[src/rtl/dtmr_pkg.sv]
package dtmr_pkg;

    typedef enum logic [1:0] {
        MODE_13B    = 2'd0,
        MODE_16B    = 2'd1,
        MODE_RELOAD = 2'd2,
        MODE_SPLIT  = 2'd3
    } cnt_mode_e;

    typedef enum logic {
        BUS_IDLE = 1'b0,
        BUS_ACK  = 1'b1
    } bus_state_e;

    typedef struct packed {
        logic      gate_en;
        logic      ext_clk;
        cnt_mode_e mode;
    } tmr_cfg_t;

    localparam int CFG_W         = 4;
    localparam int CTRL_STRIDE   = 4;
    localparam int ADR_MODE      = 0;
    localparam int ADR_CTRL      = 1;
    localparam int ADR_BYTE_BASE = 2;

endpackage

[src/rtl/dtmr_sync.sv]
module dtmr_sync #(
    parameter int STAGES = 2,
    parameter bit RISE   = 1'b0
) (
    input  logic clk,
    input  logic rst,
    input  logic din,
    output logic q
);
    localparam int LEN = STAGES + (RISE ? 1 : 0);

    logic [LEN-1:0] chain;

    always_ff @(posedge clk) begin
        if (rst) chain <= '0;
        else     chain <= {chain[LEN-2:0], din};
    end

    generate
        if (RISE) begin : g_rise
            assign q = chain[STAGES-1] & ~chain[STAGES];
        end else begin : g_level
            assign q = chain[STAGES-1];
        end
    endgenerate
endmodule

[src/rtl/dtmr_counter.sv]
module dtmr_counter
    import dtmr_pkg::*;
#(
    parameter int BW        = 8,
    parameter int LOW_SPLIT = 5
) (
    input  logic          clk,
    input  logic          rst,
    input  logic          tick,
    input  cnt_mode_e     mode,
    input  logic          wr_lo,
    input  logic          wr_hi,
    input  logic [BW-1:0] wdata,
    output logic [BW-1:0] lo,
    output logic [BW-1:0] hi,
    output logic          wrap
);
    localparam logic [2*BW-1:0] PAIR_ONE = (2*BW)'(1);
    localparam logic [BW-1:0]   BYTE_ONE = BW'(1);

    logic [BW-1:0] lo_n, hi_n;

    always_comb begin
        lo_n = lo;
        hi_n = hi;
        wrap = 1'b0;
        if (tick) begin
            unique case (mode)
                MODE_13B: begin
                    if (lo[LOW_SPLIT-1:0] == {LOW_SPLIT{1'b1}}) begin
                        lo_n = {lo[BW-1:LOW_SPLIT], {LOW_SPLIT{1'b0}}};
                        hi_n = hi + BYTE_ONE;
                        wrap = (hi == {BW{1'b1}});
                    end else begin
                        lo_n = lo + BYTE_ONE;
                    end
                end
                MODE_16B: begin
                    {hi_n, lo_n} = {hi, lo} + PAIR_ONE;
                    wrap         = ({hi, lo} == {2*BW{1'b1}});
                end
                MODE_RELOAD: begin
                    if (lo == {BW{1'b1}}) begin
                        lo_n = hi;
                        wrap = 1'b1;
                    end else begin
                        lo_n = lo + BYTE_ONE;
                    end
                end
                MODE_SPLIT: begin
                    lo_n = lo + BYTE_ONE;
                    hi_n = hi + BYTE_ONE;
                    wrap = (hi == {BW{1'b1}});
                end
            endcase
        end
        if (wr_lo) lo_n = wdata;
        if (wr_hi) hi_n = wdata;
    end

    always_ff @(posedge clk) begin
        if (rst) begin
            lo <= '0;
            hi <= '0;
        end else begin
            lo <= lo_n;
            hi <= hi_n;
        end
    end
endmodule

[src/rtl/dtmr_bus_fsm.sv]
module dtmr_bus_fsm
    import dtmr_pkg::*;
(
    input  logic clk,
    input  logic rst,
    input  logic cyc,
    input  logic stb,
    output logic access,
    output logic ack
);
    bus_state_e state, state_n;

    always_comb begin
        state_n = state;
        unique case (state)
            BUS_IDLE: if (cyc && stb) state_n = BUS_ACK;
            BUS_ACK:  state_n = BUS_IDLE;
        endcase
    end

    always_ff @(posedge clk) begin
        if (rst) state <= BUS_IDLE;
        else     state <= state_n;
    end

    always_comb begin
        access = 1'b0;
        ack    = 1'b0;
        unique case (state)
            BUS_IDLE: access = cyc && stb;
            BUS_ACK:  ack    = 1'b1;
        endcase
    end
endmodule

[src/rtl/dual_timer_wb.sv]
module dual_timer_wb
    import dtmr_pkg::*;
#(
    parameter int BW          = 8,
    parameter int ADDR_W      = 3,
    parameter int SYNC_STAGES = 2,
    parameter int LOW_SPLIT   = 5
) (
    input  logic              clk,
    input  logic              rst,
    input  logic              bus_cyc,
    input  logic              bus_stb,
    input  logic              bus_we,
    input  logic [ADDR_W-1:0] bus_addr,
    input  logic [BW-1:0]     bus_wdata,
    output logic [BW-1:0]     bus_rdata,
    output logic              bus_ack,
    output logic              irq,
    input  logic              cnt_in_a,
    input  logic              gate_in_a,
    input  logic              cnt_in_b,
    input  logic              gate_in_b,
    output logic              b_wrap_pulse
);
    localparam int NTMR = 2;
    localparam logic [ADDR_W-1:0] A_MODE = ADDR_W'(ADR_MODE);
    localparam logic [ADDR_W-1:0] A_CTRL = ADDR_W'(ADR_CTRL);

    logic access, wr, wr_cfg, wr_ctrl;
    tmr_cfg_t [NTMR-1:0] cfg_q;
    logic [NTMR-1:0] run_q, flag_q, wrap, tick, gate_en_vec;
    logic [NTMR-1:0] cnt_rise, gate_lvl;
    logic [NTMR-1:0] cnt_in, gate_in;
    logic [NTMR-1:0][BW-1:0] lo_q, hi_q;
    logic [BW-1:0] rd_mux, ctrl_rd;
    logic pulse_q;

    assign cnt_in  = {cnt_in_b, cnt_in_a};
    assign gate_in = {gate_in_b, gate_in_a};

    dtmr_bus_fsm u_fsm (
        .clk    (clk),
        .rst    (rst),
        .cyc    (bus_cyc),
        .stb    (bus_stb),
        .access (access),
        .ack    (bus_ack)
    );

    assign wr      = access && bus_we;
    assign wr_cfg  = wr && (bus_addr == A_MODE);
    assign wr_ctrl = wr && (bus_addr == A_CTRL);

    for (genvar t = 0; t < NTMR; t++) begin : g_tmr
        localparam logic [ADDR_W-1:0] LO_ADR = ADDR_W'(ADR_BYTE_BASE + 2*t);
        localparam logic [ADDR_W-1:0] HI_ADR = ADDR_W'(ADR_BYTE_BASE + 2*t + 1);
        logic cnt_en;

        dtmr_sync #(.STAGES(SYNC_STAGES), .RISE(1'b1)) u_cnt_sync (
            .clk (clk), .rst (rst), .din (cnt_in[t]), .q (cnt_rise[t])
        );
        dtmr_sync #(.STAGES(SYNC_STAGES), .RISE(1'b0)) u_gate_sync (
            .clk (clk), .rst (rst), .din (gate_in[t]), .q (gate_lvl[t])
        );

        assign gate_en_vec[t] = cfg_q[t].gate_en;
        assign cnt_en  = gate_en_vec[t] ? gate_lvl[t] : run_q[t];
        assign tick[t] = cnt_en && (cfg_q[t].ext_clk ? cnt_rise[t] : 1'b1);

        dtmr_counter #(.BW(BW), .LOW_SPLIT(LOW_SPLIT)) u_cnt (
            .clk   (clk),
            .rst   (rst),
            .tick  (tick[t]),
            .mode  (cfg_q[t].mode),
            .wr_lo (wr && (bus_addr == LO_ADR)),
            .wr_hi (wr && (bus_addr == HI_ADR)),
            .wdata (bus_wdata),
            .lo    (lo_q[t]),
            .hi    (hi_q[t]),
            .wrap  (wrap[t])
        );
    end

    always_ff @(posedge clk) begin
        if (rst) begin
            cfg_q   <= '0;
            run_q   <= '0;
            flag_q  <= '0;
            pulse_q <= 1'b0;
        end else begin
            for (int t = 0; t < NTMR; t++) begin
                if (wr_cfg)  cfg_q[t] <= tmr_cfg_t'(bus_wdata[CFG_W*t +: CFG_W]);
                if (wr_ctrl) run_q[t] <= bus_wdata[CTRL_STRIDE*t];
                if (wrap[t])      flag_q[t] <= 1'b1;
                else if (wr_ctrl) flag_q[t] <= flag_q[t] & bus_wdata[CTRL_STRIDE*t + 1];
            end
            pulse_q <= wrap[1];
        end
    end

    always_comb begin
        ctrl_rd = '0;
        for (int t = 0; t < NTMR; t++) begin
            ctrl_rd[CTRL_STRIDE*t]     = run_q[t];
            ctrl_rd[CTRL_STRIDE*t + 1] = flag_q[t];
        end
    end

    always_comb begin
        case (bus_addr)
            A_MODE:  rd_mux = cfg_q;
            A_CTRL:  rd_mux = ctrl_rd;
            3'd2:    rd_mux = lo_q[0];
            3'd3:    rd_mux = hi_q[0];
            3'd4:    rd_mux = lo_q[1];
            3'd5:    rd_mux = hi_q[1];
            default: rd_mux = '0;
        endcase
    end

    always_ff @(posedge clk) begin
        if (rst)         bus_rdata <= '0;
        else if (access) bus_rdata <= rd_mux;
    end

    assign irq          = |flag_q;
    assign b_wrap_pulse = pulse_q;
endmodule

[config.mk]
export PLATFORM = sky130hd
export DESIGN_NAME = dual_timer_wb
export DESIGN_NICKNAME = d
export VERILOG_FILES = /design/src/rtl/dtmr_pkg.sv /design/src/rtl/dtmr_sync.sv /design/src/rtl/dtmr_counter.sv /design/src/rtl/dtmr_bus_fsm.sv /design/src/rtl/dual_timer_wb.sv
export SDC_FILE = /design/constraint.sdc
export NUM_CORES = 1
export LEC_CHECK = 0
export BUFFER_PORTS_ARGS = -buffer_cell sky130_fd_sc_hd__buf_2
export CORE_ASPECT_RATIO = 0.8
export CORE_MARGIN = 8
export CORE_UTILIZATION = 45
export CTS_CLUSTER_DIAMETER = 100
export CTS_CLUSTER_SIZE = 25
export DETAILED_ROUTE_END_ITERATION = 10
export PLACE_DENSITY = 0.65
export SYNTH_ARGS = -nofsm -noshare
export SYNTH_HDL_FRONTEND = slang
export SYNTH_SLANG_ARGS = --single-unit
[constraint.sdc]
create_clock -name clk -period 2.2 [get_ports clk]
set_clock_uncertainty 0.1 [all_clocks]
set_input_delay 0.33 -clock clk [delete_from_list [all_inputs] [get_ports clk]]
set_output_delay 0.33 -clock clk [all_outputs]
set_load 0.01 [all_outputs]
==> impl_summary.md <==
Global routing
The number of global-route vias before repair is 3387. The total global routing track utilization is 20.6%. The first-pass GRT wire length is 18.8 mm. Entering global routing, the biggest net connects 28 pins. The number of antenna violations at the first check in global routing is 0.

The remaining global-route overflow is 0.

Clock network
The depth of the CTS H-tree is 3. Counting along the longest clock path gives a buffer depth of 2. The clock tree from TritonCTS is yes. Counting the buffers created by CTS gives 9. The hold-fix buffer count after cts is 0. The clock root buffer master is sky130_fd_sc_hd__clkbuf_8.

Clock-pin slew was measured on the worst setup and hold paths at 80 ps. The clock network latency to the later pin of the worst-skew pair is 360 ps. The tree built by TritonCTS fans out to 64 sinks.

Die
The initial cell density of the core is 46.9%. The number of standard-cell rows in the floorplan is 29. Measured along the y axis, the die boundary spans 97.8 um. The core outline area is 0.00802 mm^2.

31 I/O pins were placed. The area of the die is 0.0116 mm^2. The die width is 118 um.

Yosys
Yosys printed 0 warnings. The sequential cell area fraction in the yosys report is 34.1%. The biggest area contributor in the post-synthesis netlist is sky130_fd_sc_hd__dfxtp_1. The count of distinct cell types in the synthesized netlist is 60.

Counting flops with a built-in enable in the synthesized netlist gives 0. The share of flip-flops with an asynchronous set or reset after synthesis is 0%. The proportion of netlist area held by the largest area contributor is 34.1%.

The dominant cell by count in the synthesized netlist is sky130_fd_sc_hd__dfxtp_1. The main flop type after synthesis is sky130_fd_sc_hd__dfxtp_1. In this run the cell area of the synthesized design comes to 0.00376 mm^2. Synthesis handed over a netlist of 454 instances. After synthesis, the cell types taking the most area are sky130_fd_sc_hd__dfxtp_1 (34%), sky130_fd_sc_hd__mux2i_1 (6.4%), sky130_fd_sc_hd__nor2_1 (5.4%), sky130_fd_sc_hd__xnor2_1 (4.7%), sky130_fd_sc_hd__a211oi_1 (3.8%).

When the netlist entered floorplanning its net count stood at 480. The post-synthesis area per instance is 8.28 um^2. The synthesized design contains 64 register bits. The commonest cells after synthesis are sky130_fd_sc_hd__dfxtp_1 (64), sky130_fd_sc_hd__nor2_1 (54), sky130_fd_sc_hd__nand2_1 (29).

Setup path
The reg-to-reg critical path startpoint is g_tmr[0].u_cnt.lo[0]. The gate family responsible for the most delay along the worst path is compound AO/OA/AOI/OAI gates. The required time of the critical path is 2380 ps.

For this run, the slowest stage of the critical path takes 490 ps. The standard cell with the maximum stage delay on the critical path is sky130_fd_sc_hd__a221o_4. The critical path in this run is classified as reg -> reg.

Along the worst path, the maximum fanout reaches 8. The critical path contains buffers and inverters numbering 0 combined. The signal on the critical path passes through ha_4 -> and3_4 -> ha_4 -> nand2b_4 -> a221o_4 -> nor3_2 -> xnor2_1 -> a211oi_2. The worst setup path is captured at a flop. Data on the critical path arrives at its endpoint at 2300 ps.

The kind of start point of the critical path is a flop. The first element of the critical path is g_tmr[0].u_cnt.lo[0]. The cell type with the highest occurrence count on the critical path is sky130_fd_sc_hd__ha_4.

Placed design
The HPWL after detailed placement is 8.39 mm. The count of buffers added on input and output ports is 30. The final weighted congestion in routability-driven placement is 0.938.

Pwr
The analysis attributes to cell leakage a power of 1.60 nW. Combinational logic burns 7.8% of the power. For this design the ratio of total power to cell area is 552 mW/mm^2. The maximum resistive drop on vdd is 469 uV.

Cell internal power was estimated by the tool at 0.00183 W. Summing internal, switching and leakage power gives 0.00245 W. The clock network is responsible for 43.2% of the overall power.

In this run, flip-flops and latches consume 49.1% of the power. The switching share of total power is 25.4%. The analysis attributes to net switching a power of 0.000622 W.

Cells and area
From synthesis to final layout, the design area changed by 18.2%. 0 antenna diodes ended up in the layout. The number of nets in the layout is 514.

The post-route netlist has 21.9% of its cells at a drive strength greater than 1.

Route
The detailed-routing iteration count for the pre-antenna-repair pass is 5. The sum of routed wire length over all layers is 11.7 mm. For this block, the initial DRC count from the detailed router was 298. Dividing the detail-routed wire length by the instance count gives 19.5 um. After detailed routing, the number of vias per cell comes to 6.11. The remaining routing DRC violations is 0.

The number of antenna-violating nets in the routed design is 0. Detailed routing inserted a total of 3672 vias.

Timing
Static timing analysis puts the maximum clock frequency at 0.472 GHz. The hold violation total from the final report is 0. On the final layout, the worst hold slack is 80.9 ps.

The max-slew violation total from the final report was 0. The transition at the pin with the smallest max-transition slack is 592 ps. After routing, the total negative slack on setup checks comes to 0 ps. Measured against its own limit, the worst slew margin works out to 60.5%. Subtracting the final worst setup slack from the clock period gives 2120 ps. Dividing the final minimum period by the clock period gives 96.4%. Setup violations remaining at the end of the flow were counted as 0.

Worst hold path
The hold path startpoint is cnt_in_b. The kind of path behind the tightest hold check is in -> reg.

Status
The flow ran to the end, and the final reports show no timing, DRC or antenna violations.

Flow run
The number of maximum-capacitance constraint violations is 0.
-- cells in the final DEF (no fill, tap or decap), types with 7 or more instances in the layout --
| cell type | synthesis | final |
|---|---|---|
| sky130_fd_sc_hd__dfxtp_1 | 64 | 60 |
| sky130_fd_sc_hd__nor2_1 | 54 | 54 |
| sky130_fd_sc_hd__buf_2 | 9 | 30 |
| sky130_fd_sc_hd__nand2_1 | 29 | 29 |
| sky130_fd_sc_hd__nand3_1 | 25 | 25 |
| sky130_fd_sc_hd__buf_4 | 0 | 25 |
| sky130_fd_sc_hd__mux2i_1 | 24 | 24 |
| sky130_fd_sc_hd__a21oi_1 | 21 | 21 |
| sky130_fd_sc_hd__xnor2_1 | 20 | 20 |
| sky130_fd_sc_hd__a211oi_1 | 19 | 17 |
| sky130_fd_sc_hd__nor2b_1 | 15 | 15 |
| sky130_fd_sc_hd__o21ai_0 | 15 | 15 |
| sky130_fd_sc_hd__clkbuf_8 | 0 | 11 |
| sky130_fd_sc_hd__nor3_1 | 13 | 10 |
| sky130_fd_sc_hd__a31oi_1 | 9 | 8 |
| sky130_fd_sc_hd__and3_1 | 8 | 7 |
| sky130_fd_sc_hd__nand2b_1 | 7 | 7 |
-- flip-flops by register name (all words and copies together), names as in the netlist --
name / cells
b_wrap_pulse: 1
bus_rdata: 8
cfg_q: 8
flag_q: 2
g_tmr.u_cnt.hi: 16
g_tmr.u_cnt.lo: 16
g_tmr.u_cnt_sync.chain: 6
g_tmr.u_gate_sync.chain: 4
run_q: 2
u_fsm.state: 1
-- per-stage QoR --
| step | setup slack (ps) | instances | util (%) | area (um^2) |
|---|---|---|---|---|
| 2_1_floorplan | 12.1 | 454 | - | 3760 |
| 3_3_place_gp | 44.6 | 585 | 51.0 | 4090 |
| 3_5_place_dp | -25.1 | 585 | 51.0 | 4090 |
| 4_1_cts | -0.289 | 601 | 53.7 | 4310 |
| 5_1_grt | -6.24 | 601 | 55.4 | 4440 |
| 6_report | 80.2 | 601 | 55.4 | 4440 |
-- area by class of cell --
class | instances | area (um^2)
multi-input cells | 352 | 2450
fillers | 761 | 3580
clock buffers | 11 | 151
inverters | 6 | 22.5
well taps | 108 | 135
flip-flops and latches | 64 | 1290
repair buffers | 55 | 338
clock inverters | 5 | 55.1
-- final timing paths --
path	to	cells after the start	slack [ps]
hold reg to reg	g_tmr[0].u_gate_sync.chain[1]	1	340
hold / removal	g_tmr[1].u_cnt_sync.chain[0]	2	80
setup reg to reg	g_tmr[0].u_cnt.hi[6]	8	80
setup / recovery	g_tmr[0].u_cnt.hi[6]	8	80
-- power groups by stage --
stage | combinational, W | clock [W] | sequential, W
2_1_floorplan | 0.000107 | 0 | 0.00122
3_3_place_gp | 0.000181 | 0 | 0.00123
3_5_place_dp | 0.000183 | 0 | 0.00123
4_1_cts | 0.000183 | 0.00108 | 0.00120
5_1_grt | 0.000206 | 0.00114 | 0.00120
6_report | 0.000190 | 0.00106 | 0.00120
-- metal layers --
layer	wire (um)	up-vias	track usage [%]
met5	0	-	0
met4	279	0	8.15
met3	1200	23	6.62
met2	4800	176	27.8
met1	5450	1724	29.3
li1	-	1749	-
-- cell families (layout without fill, tap and decap cells) --
kind of cell	count (synthesis)	count (layout)	synth area share, %
compound gates	109	109	20.4
buf+inv	38	77	4.49
mux	30	30	8.49
xor+xnor	22	22	5.12
simple gates	185	185	25.5
fa+ha+maj	6	6	2.00
flops	64	64	34.1
-- what timing repair did --
action                     4_1_cts  5_1_grt
pin swaps                        0       14
buffers inserted                 0        0
resized for setup                3       28
setup endpoints to repair        2       17
Power figures use the tool's default switching activity.
